===== src/rtl/btc_pkg.sv =====
package btc_pkg;

  typedef enum logic [1:0] {
    BR_COND   = 2'b00,
    BR_UNCOND = 2'b01,
    BR_RET    = 2'b10,
    BR_NONE   = 2'b11
  } br_kind_e;

  // Resolve the direction taken at one tree node: 1 = taken side.
  function automatic logic pick_dir(input logic [1:0] kind, input logic pred);
    logic d;
    case (kind)
      BR_UNCOND: d = 1'b1;
      BR_NONE:   d = 1'b0;
      default:   d = pred;
    endcase
    return d;
  endfunction

endpackage


===== src/rtl/btc_addr_split.sv =====
module btc_addr_split #(
  parameter int ADDR_W = 32,
  parameter int IDX_W  = 4,
  parameter int OFF_W  = 4,
  localparam int TAG_W = ADDR_W - IDX_W - OFF_W
) (
  input  logic [ADDR_W-1:0] addr,
  output logic [IDX_W-1:0]  idx,
  output logic [TAG_W-1:0]  tag
);

  logic unused_offset;

  assign idx           = addr[OFF_W +: IDX_W];
  assign tag           = addr[ADDR_W-1 -: TAG_W];
  assign unused_offset = ^addr[OFF_W-1:0];

endmodule


===== src/rtl/btc_table.sv =====
module btc_table #(
  parameter int ADDR_W = 32,
  parameter int IDX_W  = 4,
  parameter int TAG_W  = 24,
  parameter int NODES  = 3,
  parameter int SLOTS  = 6,
  localparam int DEPTH = 1 << IDX_W
) (
  input  logic                    clk,
  input  logic                    rst_n,
  input  logic                    wr_en,
  input  logic [IDX_W-1:0]        wr_idx,
  input  logic [TAG_W-1:0]        wr_tag,
  input  logic [NODES-1:0]        wr_br_vld,
  input  logic [2*NODES-1:0]      wr_br_kind,
  input  logic [ADDR_W*SLOTS-1:0] wr_tgt,
  input  logic [IDX_W-1:0]        rd_idx,
  input  logic [TAG_W-1:0]        rd_tag,
  output logic                    rd_hit,
  output logic [NODES-1:0]        rd_br_vld,
  output logic [2*NODES-1:0]      rd_br_kind,
  output logic [ADDR_W*SLOTS-1:0] rd_tgt
);

  logic [DEPTH-1:0]        present_q;
  logic [DEPTH-1:0]        present_d;
  logic [TAG_W-1:0]        tag_q  [DEPTH];
  logic [NODES-1:0]        bvld_q [DEPTH];
  logic [2*NODES-1:0]      kind_q [DEPTH];
  logic [ADDR_W*SLOTS-1:0] tgt_q  [DEPTH];

  // Next-state for the installed flags.
  always_comb begin
    present_d = present_q;
    if (wr_en) begin
      present_d[wr_idx] = 1'b1;
    end
  end

  always_ff @(posedge clk or negedge rst_n) begin
    if (!rst_n) begin
      present_q <= '0;
    end else begin
      present_q <= present_d;
    end
  end

  // Payload storage: no reset, qualified by the installed flag.
  always_ff @(posedge clk) begin
    if (wr_en) begin
      tag_q[wr_idx]  <= wr_tag;
      bvld_q[wr_idx] <= wr_br_vld;
      kind_q[wr_idx] <= wr_br_kind;
      tgt_q[wr_idx]  <= wr_tgt;
    end
  end

  // Read side sees register contents only, so a same-cycle write is not visible.
  assign rd_hit     = present_q[rd_idx] && (tag_q[rd_idx] == rd_tag);
  assign rd_br_vld  = bvld_q[rd_idx];
  assign rd_br_kind = kind_q[rd_idx];
  assign rd_tgt     = tgt_q[rd_idx];

  // an entry written at one edge is installed after it.
  assert_install_R8: assert property (@(posedge clk) disable iff (!rst_n)
    wr_en |=> present_q[$past(wr_idx)]);

  // without a write the installed set does not change.
  assert_hold_R8: assert property (@(posedge clk) disable iff (!rst_n)
    !wr_en |=> $stable(present_q));

endmodule


===== src/rtl/btc_walk.sv =====
module btc_walk #(
  parameter int ADDR_W = 32,
  parameter int LEVELS = 2,
  localparam int NODES  = (1 << LEVELS) - 1,
  localparam int SLOTS  = (1 << (LEVELS + 1)) - 2,
  localparam int SLOT_W = LEVELS + 1,
  localparam int PADN   = 1 << SLOT_W
) (
  input  logic                     hit,
  input  logic [LEVELS-1:0]        pred,
  input  logic [NODES-1:0]         br_vld,
  input  logic [2*NODES-1:0]       br_kind,
  input  logic [ADDR_W*SLOTS-1:0]  tgt,
  output logic [LEVELS-1:0]        lvl_vld,
  output logic [ADDR_W*LEVELS-1:0] lvl_addr
);

  logic              vld_a  [PADN];
  logic [1:0]        kind_a [PADN];
  logic [ADDR_W-1:0] tgt_a  [PADN];

  // Unpack to power-of-two arrays so node and slot indices line up exactly.
  always_comb begin
    for (int n = 0; n < NODES; n++) begin
      vld_a[n]  = br_vld[n];
      kind_a[n] = br_kind[2*n +: 2];
    end
    for (int n = NODES; n < PADN; n++) begin
      vld_a[n]  = 1'b0;
      kind_a[n] = 2'b00;
    end
    for (int s = 0; s < SLOTS; s++) begin
      tgt_a[s] = tgt[ADDR_W*s +: ADDR_W];
    end
    for (int s = SLOTS; s < PADN; s++) begin
      tgt_a[s] = '0;
    end
  end

  logic [SLOT_W-1:0] node;
  logic [SLOT_W-1:0] slot;
  logic              chain;
  logic              dir;

  // Walk the tree: node n has fall-through slot 2n and taken slot 2n+1;
  // the next node is that slot number plus one.
  always_comb begin
    lvl_vld  = '0;
    lvl_addr = '0;
    node     = '0;
    slot     = '0;
    dir      = 1'b0;
    chain    = hit;
    for (int k = 0; k < LEVELS; k++) begin
      chain = chain & vld_a[node];
      dir   = btc_pkg::pick_dir(kind_a[node], pred[k]);
      slot  = {node[SLOT_W-2:0], dir};
      lvl_vld[k] = chain;
      if (chain) begin
        lvl_addr[ADDR_W*k +: ADDR_W] = tgt_a[slot];
      end
      node = slot + SLOT_W'(1);
    end
  end

endmodule


===== src/rtl/btc_top.sv =====
module btc_top #(
  parameter int ADDR_W      = 32,
  parameter int IDX_W       = 4,
  parameter int FETCH_BYTES = 16,
  parameter int LEVELS      = 2,
  localparam int NODES = (1 << LEVELS) - 1,
  localparam int SLOTS = (1 << (LEVELS + 1)) - 2
) (
  input  logic                     clk,
  input  logic                     rst_n,
  input  logic [ADDR_W-1:0]        fetch_addr,
  input  logic [LEVELS-1:0]        pred_dir,
  output logic                     hit,
  output logic                     miss,
  output logic [LEVELS-1:0]        lvl_vld,
  output logic [ADDR_W*LEVELS-1:0] lvl_addr,
  output logic [ADDR_W-1:0]        seq_addr,
  input  logic                     wr_en,
  input  logic [ADDR_W-1:0]        wr_addr,
  input  logic [NODES-1:0]         wr_br_vld,
  input  logic [2*NODES-1:0]       wr_br_kind,
  input  logic [ADDR_W*SLOTS-1:0]  wr_tgt
);

  localparam int OFF_W = $clog2(FETCH_BYTES);
  localparam int TAG_W = ADDR_W - IDX_W - OFF_W;

  logic [IDX_W-1:0]        rd_idx;
  logic [TAG_W-1:0]        rd_tag;
  logic [IDX_W-1:0]        wr_idx;
  logic [TAG_W-1:0]        wr_tag;
  logic [NODES-1:0]        rd_br_vld;
  logic [2*NODES-1:0]      rd_br_kind;
  logic [ADDR_W*SLOTS-1:0] rd_tgt;

  btc_addr_split #(.ADDR_W(ADDR_W), .IDX_W(IDX_W), .OFF_W(OFF_W)) rd_split_i (
    .addr (fetch_addr),
    .idx  (rd_idx),
    .tag  (rd_tag)
  );

  btc_addr_split #(.ADDR_W(ADDR_W), .IDX_W(IDX_W), .OFF_W(OFF_W)) wr_split_i (
    .addr (wr_addr),
    .idx  (wr_idx),
    .tag  (wr_tag)
  );

  btc_table #(
    .ADDR_W (ADDR_W), .IDX_W (IDX_W), .TAG_W (TAG_W),
    .NODES  (NODES),  .SLOTS (SLOTS)
  ) table_i (
    .clk        (clk),
    .rst_n      (rst_n),
    .wr_en      (wr_en),
    .wr_idx     (wr_idx),
    .wr_tag     (wr_tag),
    .wr_br_vld  (wr_br_vld),
    .wr_br_kind (wr_br_kind),
    .wr_tgt     (wr_tgt),
    .rd_idx     (rd_idx),
    .rd_tag     (rd_tag),
    .rd_hit     (hit),
    .rd_br_vld  (rd_br_vld),
    .rd_br_kind (rd_br_kind),
    .rd_tgt     (rd_tgt)
  );

  btc_walk #(.ADDR_W(ADDR_W), .LEVELS(LEVELS)) walk_i (
    .hit      (hit),
    .pred     (pred_dir),
    .br_vld   (rd_br_vld),
    .br_kind  (rd_br_kind),
    .tgt      (rd_tgt),
    .lvl_vld  (lvl_vld),
    .lvl_addr (lvl_addr)
  );

  assign miss     = ~hit;
  assign seq_addr = fetch_addr + ADDR_W'(FETCH_BYTES);

  // a miss produces no valid level.
  assert_miss_quiet_R3: assert property (@(posedge clk) disable iff (!rst_n)
    miss |-> (lvl_vld == '0));

  // an unconditional primary branch always yields its taken slot at level 0.
  assert_uncond_taken_R7: assert property (@(posedge clk) disable iff (!rst_n)
    (hit && rd_br_vld[0] && (rd_br_kind[1:0] == btc_pkg::BR_UNCOND))
      |-> (lvl_addr[ADDR_W-1:0] == rd_tgt[2*ADDR_W-1:ADDR_W]));

  for (genvar k = 0; k < LEVELS; k++) begin : g_lvl_chk
    // an invalid level drives a zero address.
    assert_invalid_zero_R6: assert property (@(posedge clk) disable iff (!rst_n)
      !lvl_vld[k] |-> (lvl_addr[ADDR_W*k +: ADDR_W] == '0));
    if (k > 0) begin : g_chain
      // a deeper level is never valid behind an invalid shallower one.
      assert_chain_R6: assert property (@(posedge clk) disable iff (!rst_n)
        lvl_vld[k] |-> lvl_vld[k-1]);
    end
  end

endmodule


===== config.mk =====
export PLATFORM = sky130hd
export DESIGN_NAME = btc_top
export DESIGN_NICKNAME = d
export VERILOG_FILES = /design/src/rtl/btc_pkg.sv /design/src/rtl/btc_addr_split.sv /design/src/rtl/btc_table.sv /design/src/rtl/btc_walk.sv /design/src/rtl/btc_top.sv
export SDC_FILE = /design/constraint.sdc
export NUM_CORES = 2
export LEC_CHECK = 0
export BUFFER_PORTS_ARGS = -buffer_cell sky130_fd_sc_hd__buf_2
export CELL_PAD_IN_SITES_DETAIL_PLACEMENT = 1
export CELL_PAD_IN_SITES_GLOBAL_PLACEMENT = 2
export CORE_ASPECT_RATIO = 2
export CORE_UTILIZATION = 51
export DETAILED_ROUTE_END_ITERATION = 10
export PLACE_DENSITY = 0.76
export SYNTH_ARGS = -nofsm -noshare
export SYNTH_HDL_FRONTEND = slang
export SYNTH_SLANG_ARGS = --single-unit

===== constraint.sdc =====
create_clock -name clk -period 3.9 [get_ports clk]
set_clock_uncertainty 0.2 [all_clocks]
set_input_delay 0.39 -clock clk [delete_from_list [all_inputs] [get_ports clk]]
set_output_delay 0.39 -clock clk [all_outputs]
set_load 0.05 [all_outputs]

==> impl.org <==
** Power and ir drop
- Power spread over the standard cell area amounts to 498 nW/um2.
- The analysis attributes to cell leakage a power of 51.5 nW.
- IR analysis of the VDD net gives a maximum drop of just under 0.5 mV.

** Route
- The final layout contains routed wiring with a total length of 371000 um.
- Routed via count divided by cell count :: 6.37
- Via count :: roughly 67000
- After detailed routing, the wire length on met1 is 146000 um.
- Routed WL per cell :: 35.5 um
- The detailed router finished its first iteration with 7581 violations.
- Total met2 wirelength after detailed routing :: between 150000 and 200000 um
- For this run, design rule violations remaining after detail routing come to 0.
- Met3 wire length :: 26900 um
- Before antenna repair, the detailed router went through 5 iterations.
- Routed signal wires occupy layers up through met5.
- In this run the remaining antenna-violating nets after routing total 0.

** Critical path
- CP cell instances :: mux2i_1 -> a22o_1 -> a221oi_1 -> buf_4 -> xnor2_1 -> o2111ai_1 -> a2111oi_4 -> buf_12 -> nand4_4 -> buf_12 -> buf_4 -> a311oi_2 -> buf_4 -> buf_12
- Endpoint class of the critical path :: primary output
- Longest individual stage delay on the worst path :: 0.53 ns
- STA puts the critical path data arrival time at 4.42 ns.
- Combined buffer and inverter count along the critical path :: 6
- Kind of cell adding the most delay to the critical path :: compound AO/OA/AOI/OAI gates
- Required time worst endpoint :: 3.31 ns
- Of all nets on the critical path, the largest fanout is 11.
- Slowest cell on the critical path :: sky130_fd_sc_hd__a221oi_1
- The worst setup path is launched from a register.
- Critical path start-end classification :: register to primary output

** Global route
- Initial antenna violation count :: 78
- The via count of the first global-routing pass is approximately 71000.
- In the global route stage, overall resource usage came out at 0.272.
- Global-route wire length before repair :: between 500000 and 600000 um
- Leftover overflow at the end of global routing :: 0
- Entering global routing, the biggest net connects 127 pins.

** Synth
- In this run the cell area of the synthesized design comes to ~140000 um2.
- The share of synthesized area in the top cell type comes to 0.780.
- Proportion of register bits with asynchronous set or reset after synthesis :: 0.00442
- The most used flip-flop cell after synthesis is sky130_fd_sc_hd__edfxtp_1.
- Sequential cell area fraction in the yosys report :: 0.783
- Yosys synthesis warning count :: 0
- Post-synthesis net count :: 5925
- Synthesis produced a netlist whose cell count is roughly 5700.
- After synthesis the netlist holds a flip-flop and latch count of 3616.
- Counting distinct cell types in the post-synthesis netlist gives between 60 and 70.
- The synthesized design spends more area on one cell type than any other, namely sky130_fd_sc_hd__edfxtp_1.
- The average instance in the mapped netlist occupies 24.5 um2.
- Top cells by area in the synthesized netlist :: sky130_fd_sc_hd__edfxtp_1, sky130_fd_sc_hd__mux4_2, sky130_fd_sc_hd__mux2i_1
- In this run, synthesis inferred 3600 flip-flops with an integrated enable.

** CTS
- The clock drives 3616 sinks.
- # H-tree levels :: 5
- CTS Buffer Depth :: 4
- Clock-pin slew reported for the worst setup and hold paths after clock tree synthesis :: 0.07 ns
- CTS tree :: done
- The cell sitting at the root of the clock tree is a sky130_fd_sc_hd__clkbuf_16.
- Total CTS buffers :: just over 300
- Clock latency on the worst-skew pair, taken at its later pin, is approximately 0.89 ns.

** Timing
- For this run, the top clock speed supported by timing is 200 MHz.
- Total count of hold-check failures in the final report :: 0
- Hold timing on the final database bottoms out at a slack of ~0.05 ns.
- Worst-case headroom to the max-slew limit :: 0.286
- Worst Tran Pin Value :: 1.07 ns
- In the post-route analysis, the smallest setup slack over all paths is -1.11 ns.
- Fin crit share :: 1.29
- Setup repair after global routing missed its margin :: true
- After layout, the minimum clock period comes to 5.01 ns.
- Setup violations remaining at the end of the flow were counted as slightly below 70.
- The final-report max-slew violation count came to 0.

** Layout
- Multi-input gate area :: approximately 29000 um2
- Registers take approximately 110000 um2.
- Relative area change from synthesis to final layout :: 16.9%
- Post-layout util :: 0.600
- In the final layout, the share of cells above drive strength 1 is 0.347.
- The net count of the finished layout is 6920.
- Counting the fill cells in the layout gives 21900.

** Die
- For this configuration, the core starts out at a cell density of 0.513.
- Die width :: 371 um
- The die is 739 um tall.
- The floorplan has 270 rows.
- The floorplan step defined a die boundary enclosing roughly 270000 um2.
- For this design the top-level I/O count stands at 370.
- The region available for standard cell placement spans 270000 um2.

** Worst hold path
- The worst hold path belongs to the class primary input to register.

** Placed design
- At the placement stage, the worst setup path has a slack of -0.731 ns.
- At the end of routability-driven placement, the weighted congestion stood at 0.802.
- HPWL after detailed placement :: between 200000 and 250000 um
- I/O Buffers :: 357

** Outcome
- The flow ran to the end, but the final reports show violations.
- Failing checks :: setup timing

** Run
- The tool flagged a number of max-cap violations equal to 0.
worst paths after layout:
check | from | slack (ns) | end | cells past startpoint
setup / recovery | table_i.tag_q[6][20]$_DFFE_PP_ | -1.11 | lvl_addr[46] | 14
hold / removal | wr_addr[5] | 0.05 | table_i.tgt_q[12][156]$_DFFE_PP_ | 3
setup reg to reg | table_i.present_q[14]$_DFFE_PN0P_ | 2.89 | table_i.present_q[14]$_DFFE_PN0P_ | 1
hold reg to reg | table_i.present_q[9]$_DFFE_PN0P_ | 0.27 | table_i.present_q[9]$_DFFE_PN0P_ | 1
max in group asynchronous | rst_n | 2.55 | table_i.present_q[15]$_DFFE_PN0P_ | 3
min in group asynchronous | rst_n | 0.48 | table_i.present_q[4]$_DFFE_PN0P_ | 3
sequential cells by signal, indices dropped and copies added, names as in the netlist:
name and flops:
table_i.bvld_q 48, table_i.tag_q 384, table_i.present_q 16, table_i.kind_q 96, table_i.tgt_q 3072
per-stage QoR:
step | total power [W] | cell area [um2] | setup TNS, ns | instances
2_1_floorplan | 0.0474 | 139000 | -5066.10 | 5654
3_3_place_gp | 0.0497 | 149000 | -31.79 | 9632
3_5_place_dp | 0.0499 | 149000 | -31.09 | 9632
4_1_cts | 0.0812 | 162000 | -67.06 | 10400
5_1_grt | 0.0826 | 162000 | -71.04 | 10400
6_report | 0.0807 | 162000 | -67.14 | 10500
area by class of cell:
type / instances / area share
diodes: 35 / 0.000540
clock buffers: 376 / 0.0514
clock inverters: 176 / 0.0107
inverters: 9 / 0.000224
multi-input cells: 1720 / 0.179
flip-flops and latches: 3616 / 0.670
well taps: 3536 / 0.0273
repair buffers: 991 / 0.0610
worst min-delay path, delay by kind of cell:
kind,cells,cell delay [ns]
AND/OR/NAND/NOR,1,0.11
buffers and inverters,2,0.44
repair_timing:
action                      CTS  global route
hold endpoints to repair   3639             0
resized for setup            93             7
setup endpoints to repair    68            69
pin swaps                     7             0
cloned                        0             3
hold buffers                232             0
buffers inserted              3             2
cells in the final DEF, fill, tap and decap left out, types with 35 or more instances in the layout:
cell,instances
sky130_fd_sc_hd__buf_4,253
sky130_fd_sc_hd__clkbuf_1,51
sky130_fd_sc_hd__clkinv_2,55
sky130_fd_sc_hd__mux4_2,1074
sky130_fd_sc_hd__nand2_1,216
sky130_fd_sc_hd__clkbuf_16,327
sky130_fd_sc_hd__buf_12,192
sky130_fd_sc_hd__dlygate4sd3_1,232
sky130_fd_sc_hd__mux2i_1,82
sky130_fd_sc_hd__xnor2_1,40
sky130_fd_sc_hd__buf_2,285
sky130_fd_sc_hd__clkinv_1,59
sky130_fd_sc_hd__diode_2,35
sky130_fd_sc_hd__edfxtp_1,3600
synth_stat cells, drive strengths merged, types with 9 or more instances:
library cell and number:
a311oi 32, nand3 16, inv 9, nand2 218, xnor2 40, nand4 14, xor2 14, or2 18
mux2i 83, a221oi 11, clkbuf 102, a21oi 42, nor2 24, and4 32, mux4 1074, dfrtp 16
a22oi 20, edfxtp 3600, a22o 9, buf 207
power breakdown:
part / internal, W / leakage (nW) / switching (W) / total [W]
logic: 0.00232 / 13.9 / 0.00325 / 0.00557
clock network: 0.0174 / 4.90 / 0.0140 / 0.0314
registers: 0.0435 / 32.7 / 0.000215 / 0.0438
total: 0.0632 / 51.5 / 0.0175 / 0.0807
cells by family after synthesis:
| group | Yosys count | share of synthesized area |
|---|---|---|
| flip-flops | 3616 | 0.783 |
| adder cells (fa/ha/maj) | 1 | 0.0000903 |
| AO/OA/AOI/OAI | 144 | 0.00906 |
| buffers and inverters | 318 | 0.0111 |
| multiplexers | 1159 | 0.181 |
| AND/OR/NAND/NOR | 362 | 0.0127 |
| XOR/XNOR | 54 | 0.00341 |
layer usage:
layer  vias up  track usage
met2      3013        0.457
met5         -            0
li1      26400            -
met3       558       0.0416
met4        44       0.0617
met1     36600        0.378
(Power assumes the default switching activity.)
